[src/rtl/spi_prog_pkg.sv]
package spi_prog_pkg;

    localparam int unsigned BYTE_W    = 8;
    localparam int unsigned START_BIT = 2;

    typedef enum logic [2:0] {
        REG_NONE,
        REG_TX,
        REG_CNT,
        REG_CMD,
        REG_RX
    } reg_kind_e;

endpackage

[src/rtl/spi_prog_clkgen.sv]
module spi_prog_clkgen #(
    parameter int unsigned HALF_DIV = 2
) (
    input  logic clk,
    input  logic rst_n,
    input  logic run,
    input  logic restart,
    output logic tick
);
    localparam int unsigned DIV_W = $clog2(HALF_DIV + 1);

    typedef struct packed {
        logic [DIV_W-1:0] cnt;
    } state_t;

    state_t s_d, s_q;

    always_comb begin
        s_d  = s_q;
        tick = run && (s_q.cnt == DIV_W'(HALF_DIV - 1));
        if (restart || !run) begin
            s_d.cnt = '0;
        end else if (tick) begin
            s_d.cnt = '0;
        end else begin
            s_d.cnt = s_q.cnt + DIV_W'(1);
        end
    end

    always_ff @(posedge clk or negedge rst_n) begin
        if (!rst_n) s_q <= '0;
        else        s_q <= s_d;
    end
endmodule

[src/rtl/spi_prog_ctrl.sv]
module spi_prog_ctrl #(
    parameter int unsigned CNT_W = 6
) (
    input  logic             clk,
    input  logic             rst_n,
    input  logic             start,
    input  logic [CNT_W-1:0] cnt_load,
    input  logic             tick,
    output logic             busy,
    output logic             sclk,
    output logic             cs_n,
    output logic             sample,
    output logic             shift_en
);
    typedef struct packed {
        logic             busy;
        logic             sclk;
        logic [CNT_W-1:0] remain;
    } state_t;

    state_t s_d, s_q;

    always_comb begin
        s_d      = s_q;
        sample   = 1'b0;
        shift_en = 1'b0;
        if (start) begin
            s_d.busy   = 1'b1;
            s_d.sclk   = 1'b0;
            s_d.remain = cnt_load;
        end else if (s_q.busy && tick) begin
            if (!s_q.sclk) begin
                s_d.sclk = 1'b1;
                sample   = 1'b1;
            end else begin
                s_d.sclk   = 1'b0;
                shift_en   = 1'b1;
                s_d.remain = s_q.remain - CNT_W'(1);
                if (s_q.remain == CNT_W'(1)) begin
                    s_d.busy = 1'b0;
                end
            end
        end
    end

    always_ff @(posedge clk or negedge rst_n) begin
        if (!rst_n) s_q <= '0;
        else        s_q <= s_d;
    end

    assign busy = s_q.busy;
    assign sclk = s_q.sclk;
    assign cs_n = ~s_q.busy;
endmodule

[src/rtl/spi_prog_txshift.sv]
module spi_prog_txshift #(
    parameter int unsigned TX_W = 48
) (
    input  logic            clk,
    input  logic            rst_n,
    input  logic            load,
    input  logic [TX_W-1:0] load_data,
    input  logic            shift_en,
    input  logic            active,
    output logic            mosi
);
    typedef struct packed {
        logic [TX_W-1:0] sr;
    } state_t;

    state_t s_d, s_q;

    always_comb begin
        s_d = s_q;
        if (load) begin
            s_d.sr = load_data;
        end else if (shift_en) begin
            s_d.sr = {s_q.sr[TX_W-2:0], 1'b0};
        end
    end

    always_ff @(posedge clk or negedge rst_n) begin
        if (!rst_n) s_q <= '0;
        else        s_q <= s_d;
    end

    assign mosi = active & s_q.sr[TX_W-1];
endmodule

[src/rtl/spi_prog_rxchain.sv]
module spi_prog_rxchain #(
    parameter int unsigned RX_W = 80
) (
    input  logic            clk,
    input  logic            rst_n,
    input  logic            clear,
    input  logic            sample,
    input  logic            miso,
    output logic [RX_W-1:0] chain
);
    typedef struct packed {
        logic [RX_W-1:0] chain;
    } state_t;

    state_t s_d, s_q;

    always_comb begin
        s_d = s_q;
        if (clear) begin
            s_d.chain = '0;
        end else if (sample) begin
            s_d.chain = {s_q.chain[RX_W-2:0], miso};
        end
    end

    always_ff @(posedge clk or negedge rst_n) begin
        if (!rst_n) s_q <= '0;
        else        s_q <= s_d;
    end

    assign chain = s_q.chain;
endmodule

[src/rtl/spi_prog_engine.sv]
module spi_prog_engine
    import spi_prog_pkg::*;
#(
    parameter int unsigned TX_BYTES = 6,
    parameter int unsigned RX_BYTES = 10,
    parameter int unsigned MAX_BITS = 56,
    parameter int unsigned HALF_DIV = 2,
    parameter int unsigned ADDR_W   = 5,
    parameter int unsigned CNT_ADDR = 6,
    parameter int unsigned CMD_ADDR = 7,
    parameter int unsigned RX_BASE  = 16
) (
    input  logic              clk,
    input  logic              rst_n,
    input  logic              host_we,
    input  logic [ADDR_W-1:0] host_addr,
    input  logic [7:0]        host_wdata,
    output logic [7:0]        host_rdata,
    output logic              spi_cs_n,
    output logic              spi_sclk,
    output logic              spi_mosi,
    input  logic              spi_miso
);
    localparam int unsigned TX_W  = TX_BYTES * BYTE_W;
    localparam int unsigned RX_W  = RX_BYTES * BYTE_W;
    localparam int unsigned CNT_W = $clog2(MAX_BITS + 1);
    localparam int unsigned TXI_W = $clog2(TX_BYTES);
    localparam int unsigned RXI_W = $clog2(RX_BYTES);

    typedef struct packed {
        logic [TX_BYTES-1:0][BYTE_W-1:0] tx;
        logic [CNT_W-1:0]                cnt;
    } regs_t;

    regs_t                           r_d, r_q;
    reg_kind_e                       kind;
    logic [TXI_W-1:0]                tx_idx;
    logic [RXI_W-1:0]                rx_idx;
    logic                            busy;
    logic                            start;
    logic                            tick;
    logic                            sample;
    logic                            shift_en;
    logic [RX_BYTES-1:0][BYTE_W-1:0] rx_bytes;
    logic [CNT_W-1:0]                cnt_cfg;

    // address decode
    always_comb begin
        kind   = REG_NONE;
        tx_idx = host_addr[TXI_W-1:0];
        rx_idx = RXI_W'(host_addr - ADDR_W'(RX_BASE));
        if (host_addr < ADDR_W'(TX_BYTES)) begin
            kind = REG_TX;
        end else if (host_addr == ADDR_W'(CNT_ADDR)) begin
            kind = REG_CNT;
        end else if (host_addr == ADDR_W'(CMD_ADDR)) begin
            kind = REG_CMD;
        end else if ((host_addr >= ADDR_W'(RX_BASE)) &&
                     (host_addr < ADDR_W'(RX_BASE + RX_BYTES))) begin
            kind = REG_RX;
        end
    end

    // register writes, frozen while a transaction runs
    always_comb begin
        r_d = r_q;
        if (host_we && !busy) begin
            case (kind)
                REG_TX:  r_d.tx[tx_idx] = host_wdata;
                REG_CNT: begin
                    if (32'(host_wdata) > MAX_BITS) r_d.cnt = CNT_W'(MAX_BITS);
                    else                            r_d.cnt = CNT_W'(host_wdata);
                end
                default: ;
            endcase
        end
    end

    assign start = host_we && !busy && (kind == REG_CMD) &&
                   host_wdata[START_BIT] && (r_q.cnt != '0);

    always_ff @(posedge clk or negedge rst_n) begin
        if (!rst_n) r_q <= '0;
        else        r_q <= r_d;
    end

    assign cnt_cfg = r_q.cnt;

    // read mux
    always_comb begin
        host_rdata = '0;
        case (kind)
            REG_TX:  host_rdata = r_q.tx[tx_idx];
            REG_CNT: host_rdata = BYTE_W'(r_q.cnt);
            REG_CMD: host_rdata[START_BIT] = busy;
            REG_RX:  host_rdata = rx_bytes[rx_idx];
            default: host_rdata = '0;
        endcase
    end

    spi_prog_clkgen #(.HALF_DIV(HALF_DIV)) u_clkgen (
        .clk     (clk),
        .rst_n   (rst_n),
        .run     (busy),
        .restart (start),
        .tick    (tick)
    );

    spi_prog_ctrl #(.CNT_W(CNT_W)) u_ctrl (
        .clk      (clk),
        .rst_n    (rst_n),
        .start    (start),
        .cnt_load (r_q.cnt),
        .tick     (tick),
        .busy     (busy),
        .sclk     (spi_sclk),
        .cs_n     (spi_cs_n),
        .sample   (sample),
        .shift_en (shift_en)
    );

    spi_prog_txshift #(.TX_W(TX_W)) u_tx (
        .clk       (clk),
        .rst_n     (rst_n),
        .load      (start),
        .load_data (r_q.tx),
        .shift_en  (shift_en),
        .active    (busy),
        .mosi      (spi_mosi)
    );

    spi_prog_rxchain #(.RX_W(RX_W)) u_rx (
        .clk    (clk),
        .rst_n  (rst_n),
        .clear  (start),
        .sample (sample),
        .miso   (spi_miso),
        .chain  (rx_bytes)
    );
endmodule

[config.mk]
export PLATFORM = sky130hd
export DESIGN_NAME = spi_prog_engine
export DESIGN_NICKNAME = d
export VERILOG_FILES = /design/src/rtl/spi_prog_pkg.sv /design/src/rtl/spi_prog_clkgen.sv /design/src/rtl/spi_prog_ctrl.sv /design/src/rtl/spi_prog_txshift.sv /design/src/rtl/spi_prog_rxchain.sv /design/src/rtl/spi_prog_engine.sv
export SDC_FILE = /design/constraint.sdc
export NUM_CORES = 1
export LEC_CHECK = 0
export ABC_AREA = 1
export BUFFER_PORTS_ARGS = -buffer_cell sky130_fd_sc_hd__buf_2
export CAP_MARGIN = 20
export CORE_ASPECT_RATIO = 1.25
export CORE_MARGIN = 10
export CORE_UTILIZATION = 63
export DETAILED_ROUTE_END_ITERATION = 6
export PLACE_DENSITY = 0.8
export SYNTH_ARGS = -nofsm -noshare
export SYNTH_HDL_FRONTEND = slang
export SYNTH_SLANG_ARGS = --single-unit
[constraint.sdc]
create_clock -name clk -period 2.1 [get_ports clk]
set_input_delay 0.21 -clock clk [delete_from_list [all_inputs] [get_ports clk]]
set_output_delay 0.21 -clock clk [all_outputs]
set_load 0.01 [all_outputs]
======== Yosys cells after proc, flatten, opt, wreduce, memory -nomap -nowiden ========
Index checks and enable logic that the tools add are counted.
storage, ports and cells
  register bits after elaboration ......... 192
  bits of input ports ..................... 17
  output and inout bits ................... 11
  logic and storage cells ................. 85
operators by class
  add/sub/neg operators ................... 3
  magnitude comparators ................... 7
  equal/unequal tests ..................... 8
  mux-type cells .......................... 32
  bitwise logic cells ..................... 2
  reductions and logical operators ........ 20
operators by type and width
  operator                                                                       count
  80-bit two-way mux                                                             2
  48-bit two-way mux                                                             2
  48-bit bitwise mux                                                             1
  8-bit two-way mux                                                              5
  8-bit binary-select mux with 4-bit select                                      1
  8-bit binary-select mux with 3-bit select                                      1
  8-bit demux with 3-bit select                                                  1
  5-bit case mux with 3 select lines                                             1
  3-bit two-way mux                                                              4
  6-bit two-way mux                                                              2
  5-bit by 3-bit equality test with 1-bit output (second input constant)         2
  2-bit nonzero test                                                             5
  8-bit by 6-bit > comparator with 1-bit output (second input constant)          1
  1-bit logical AND                                                              8
  1-bit two-way mux                                                              8
  3-bit by 2-bit equality test with 1-bit output (second input constant)         2
  6-bit by 1-bit equality test with 1-bit output (second input constant)         1
  2-bit case mux with 3 select lines                                             1
  2-bit AND reduction                                                            3
  6-bit nonzero test                                                             1
  6-bit by 1-bit subtractor with 6-bit output (second input constant)            1
  5-bit greater-or-equal comparator (second input constant)                      1
  4-bit by 5-bit less-than comparator with 1-bit output (second input constant)  1
  5-bit by 3-bit less-than comparator with 1-bit output (second input constant)  1
  other kinds (15)                                                               16

======== Logic depth before layout (Yosys ltp) ========
  word-level depth ........................ 13
  depth in mapped cells ................... 11
  gate-level depth less buffers ........... 9

======== By module ========
Synthesis repeated with hierarchy kept, for this count alone.
unflattened totals
  cell total of the unflattened synthesis .. 1,284
  area, all modules ....................... 9,735.6 um^2
by module, submodules not included
  module            instances  cells an instance  area an instance (um^2)  sequential area each (um^2)
  spi_prog_engine   1          598                3,717.3                  1,351.3
  spi_prog_rxchain  1          347                3,265.6                  2,001.9
  spi_prog_txshift  1          263                2,163.3                  1,201.2
  spi_prog_ctrl     1          66                 494.2                    200.2
  spi_prog_clkgen   1          10                 95.1                     50.0

======== Worst setup path before layout ========
Ideal clock, no wire load.
  path type ............................... input to output
  start ................................... in host_addr[0]
  end ..................................... out host_rdata[3]
  arrival time ............................ 1.408 ns
  required time ........................... 1.890 ns
  path slack .............................. 0.482 ns
  stages on the path ...................... 8
  buffers on the path ..................... 3
  cells stage by stage .................... buf_2 > clkbuf_1 > clkbuf_1 > o21ai_0 > nand3_1 > nand3_1 > a21boi_0 > nand2_1
on the way
  longest elaborated chain between the ends .. 8
  elaborated cells on any way between the ends .. 19
  those cells by class .................... add/sub (1); order compare (3); eq/ne (5); mux (9); reduce/logical (1)
RTL lines
  element                                                                                 RTL line                                      source
  start, declared                                                                         spi_prog_engine.sv:16                         input logic [ADDR_W-1:0] host_addr,
  5-bit greater-or-equal comparator / 5-bit less-than comparator (equally long branches)  spi_prog_engine.sv:58, spi_prog_engine.sv:59
  1-bit logical AND                                                                       spi_prog_engine.sv:58                         end else if ((host_addr >= ADDR_W'(RX_BASE)) &&
  3-bit two-way mux                                                                       spi_prog_engine.sv:58
  3-bit two-way mux                                                                       spi_prog_engine.sv:56                         end else if (host_addr == ADDR_W'(CMD_ADDR)) begin
  3-bit two-way mux                                                                       spi_prog_engine.sv:54                         end else if (host_addr == ADDR_W'(CNT_ADDR)) begin
  3-bit two-way mux                                                                       spi_prog_engine.sv:52                         if (host_addr < ADDR_W'(TX_BYTES)) begin
  3-bit equality test (tied with other cells)                                             spi_prog_engine.sv:92                         case (kind)
  5-bit case mux with 3 select lines *                                                    spi_prog_engine.sv:92
  end, declared                                                                           spi_prog_engine.sv:18                         output logic [7:0] host_rdata,
Mark *: on every way between the ends. The rest lies on a longest branch, timed or not. The select of a mux whose other input is x is not followed.

======== Worst setup path after layout ========
  start ................................... reg r_q[11] (netlist name)
  end ..................................... out host_rdata[5]
on the way
  longest elaborated chain between the ends .. 3
RTL lines
  element                                    RTL line               source
  start, declared                            spi_prog_engine.sv:35  regs_t r_d, r_q;
  start signal, assigned                     spi_prog_engine.sv:84  else r_q <= r_d;
  8-bit binary-select mux with 3-bit select  spi_prog_engine.sv:93  REG_TX: host_rdata = r_q.tx[tx_idx];
  8-bit two-way mux (implied by the code)    spi_prog_engine.sv:93
  5-bit case mux with 3 select lines         spi_prog_engine.sv:92
Every way passes these cells. The select of a mux whose other input is x is not followed.

==> results.py <==
metrics = {
    "power": {
        "pwr-share-seq_pct": 46.2,
        "internal-power_uw": 8270,
        "clockPowerShare_pct": 26.0,
        "power_leakage_uw": 0.00558,
        "p_comb_share_pct": 27.8,
        "p_total_uw": 12700,
        "peakVddDrop_v": 0.000704,
        "swShare_pct": 34.9,
        "p_per_area_mw_per_mm2": 1200,
        "p_switching_uw": 4440,
    },
    "finish": {
        "multi_input_area_sq_mm": 0.00370,
        "post-route-util_pct": 70.8,
        "syn_to_final_growth_pct": 10.7,
        "fillCellCount": 1251,
        "regArea_sq_mm": 0.00480,
        "layout.nets": 1266,
        "antenna_cells": 0,
        "drive_gt1_share_pct": 8.57,
    },
    "synthesis": {
        "synth_area_leader_cell": "dfrtp_1",
        "netlist_top_cells_area": "dfrtp_1 50%, nand2_1 12%, nand3_1 11%",
        "synth-edff-count": 0,
        "syn_area_sq_mm": 0.00956,
        "synth_cells": 1236,
        "synth_commonest_cells": "318 x nand2_1, 202 x nand3_1, 193 x inv_1",
        "ys_ff_latch": 192,
        "synth-main-ff-cell": "dfrtp_1",
        "ys_async_sr_fraction_pct": 100,
        "synth.net_count": 1255,
        "synth_warnings": 0,
        "yosysTopAreaCellShare_pct": 50.3,
        "ys_seq_area_share_pct": 50.3,
        "synth_cell_type_count": 28,
        "synth.avg_cell_area_sq_um": 7.73,
        "synth_most_common_cell": "nand2_1",
    },
    "timing": {
        "fin_crit_sh_pct": 93.3,
        "relSlewSlack_pct": 65.2,
        "fmax_ghz": 0.510,
        "finClkSkew_ps": 14.6,
        "grt_setup_unrepaired": "no",
        "slew_viol_final": 0,
        "hold_viol": 0,
        "finalCriticalPeriod_ps": 1960,
        "worst_pin_slew_ps": 522,
        "setup-violations-final": 0,
        "finalSetupTns_ps": 0,
    },
    "setup_path": {
        "ff2ff_path_depth": 7,
        "critPathLaunchType": "flip-flop",
        "cp.required_ps": 1890,
        "critPathMaxFanout": 3,
        "r2r-end": "u_rx.chain[74]",
        "rr_startpoint": "u_ctrl.busy",
        "startpoint": "r_q[11]",
        "endpoint_kind": "output pin",
        "path_class": "reg2out",
        "crit_arrival_ps": 1750,
        "rrSetupSlack_ps": 250,
    },
    "min_path": {
        "min_from": "spi_miso",
        "whs_path_depth": 3,
        "hold_path.class": "in2reg",
        "min_to": "u_rx.chain[0]",
    },
    "floorplanning": {
        "dieArea_sq_mm": 0.0205,
        "die_h_um": 158,
        "io_pins": 28,
        "fp.dieW_um": 130,
        "rows": 50,
        "coreArea_sq_mm": 0.0150,
        "initial_core_util_pct": 63.9,
    },
    "route": {
        "drtIter0Drc": 864,
        "ant_nets": 0,
        "num_vias": 8408,
        "drc": 0,
        "viasPerCell": 5.83,
        "wire_per_inst_um": 17.1,
        "dr.pass1.iters": 5,
        "routed_wl_mm": 24.6,
    },
    "run": {
        "maxCapViolations": 0,
    },
    "clocking": {
        "cts_tree": "done",
        "cts_buffer_depth": 2,
        "cts.sinks": 192,
        "root_buffer": "clkbuf_16",
        "cts_buffers": 17,
        "cts.htree.levels": 4,
        "clkTransAtPathRegs_ps": 70,
        "post_cts_buffers": 0,
        "insertion_delay_ps": 440,
    },
    "global_route": {
        "grt-ovfl-total": 0,
        "grt_max_degree": 80,
        "grt_pass1_vias": 8136,
        "antenna_found_initial": 0,
        "grt_pass1_wl_mm": 40.8,
        "grt_util_all_layers_pct": 25.2,
    },
    "placement": {
        "gp_congestion": 0.971,
        "port_buffers": 27,
        "dpl.hpwl_mm": 16.7,
    },
    "status": {
        "status": "complete, no violations",
    },
}
-- area by class of cell --
cell class,instances,area share (%)
repair buffers,64,4.84
flip-flops and latches,192,45.4
inverters,197,6.99
clock buffers,17,4.02
well taps,182,2.15
clock inverters,15,1.62
multi-input cells,775,35.0
-- stage by stage --
step                worst slack [ps]  instances  hold slack [ps]  area, sq um
global route                    29.9       1442             58.4        10600
finish                           141       1442             14.4        10600
detailed placement               175       1409              235         9970
global placement                 202       1409              232         9970
floorplan                        482       1236            -85.6         9560
CTS                              128       1442             17.0        10600
-- critical path: stages (launching register included) --
cell and delay [ps]:
dfrtp_1 420, o211ai_1 220, nand3_1 130, a21oi_1 280, nand2_1 110, buf_2 150
-- sequential cells by signal, indices dropped and copies added (netlist names) --
| register | count |
|---|---|
| u_tx.s_q | 48 |
| u_ctrl.s_q | 6 |
| u_ctrl.sclk | 1 |
| cnt_cfg | 6 |
| u_clkgen.s_q | 2 |
| r_q | 48 |
| u_rx.chain | 80 |
| u_ctrl.busy | 1 |
-- cell families (layout without fill, tap and decap cells) --
| family | after synthesis | count (layout) | synth area share (%) |
|---|---|---|---|
| buf+inv | 269 | 293 | 11.2 |
| flops | 192 | 192 | 50.3 |
| xor+xnor | 3 | 3 | 0.275 |
| fa+ha+maj | 2 | 2 | 0.262 |
| compound gates | 185 | 185 | 11.2 |
| simple gates | 585 | 585 | 26.8 |
-- metal layers --
| layer | global-route usage, % | up-vias | wire length (um) |
|---|---|---|---|
| met1 | 31.3 | 3991 | 9820 |
| met2 | 42.4 | 331 | 12400 |
| met4 | 10.8 | 0 | 913 |
| met5 | 0 | - | 0 |
| met3 | 4.05 | 72 | 1450 |
| li1 | - | 4014 | - |
-- worst max-delay path by stage --
stage	depth (start not counted)	slack, ps	end
2_1_floorplan	8	480	host_rdata[3]
3_3_place_gp	12	200	host_rdata[7]
3_5_place_dp	9	180	cnt_cfg[0]
4_1_cts	7	130	host_rdata[3]
5_1_grt	12	30	host_rdata[2]
6_report	5	140	host_rdata[5]
-- power groups by stage --
stage | Clock (uW) | Sequential (uW) | Combinational (uW)
finish | 3300 | 5870 | 3540
global route | 3480 | 6030 | 4090
CTS | 3320 | 5860 | 3540
detailed placement | 0 | 5890 | 3500
global placement | 0 | 5840 | 3360
floorplan | 0 | 5700 | 2650
-- placed cells by master (no fill, tap or decap), types with 8 or more instances in the layout --
cell       count
nor2_1        31
nor3_1         8
o211ai_1       9
dfrtp_1      192
inv_1        193
nand2_1      315
o21ai_0       81
buf_4         29
clkbuf_16     17
nand3_1      202
nand3b_1      19
o22ai_1       82
a21oi_1        8
buf_2         26
-- timing repair --
item | CTS | global route
gates resized for setup | 0 | 1
endpoints found under the hold margin | 58 | 0
endpoints found under the setup margin | 0 | 1
hold buffers | 1 | 0
(Power assumes the default switching activity.)
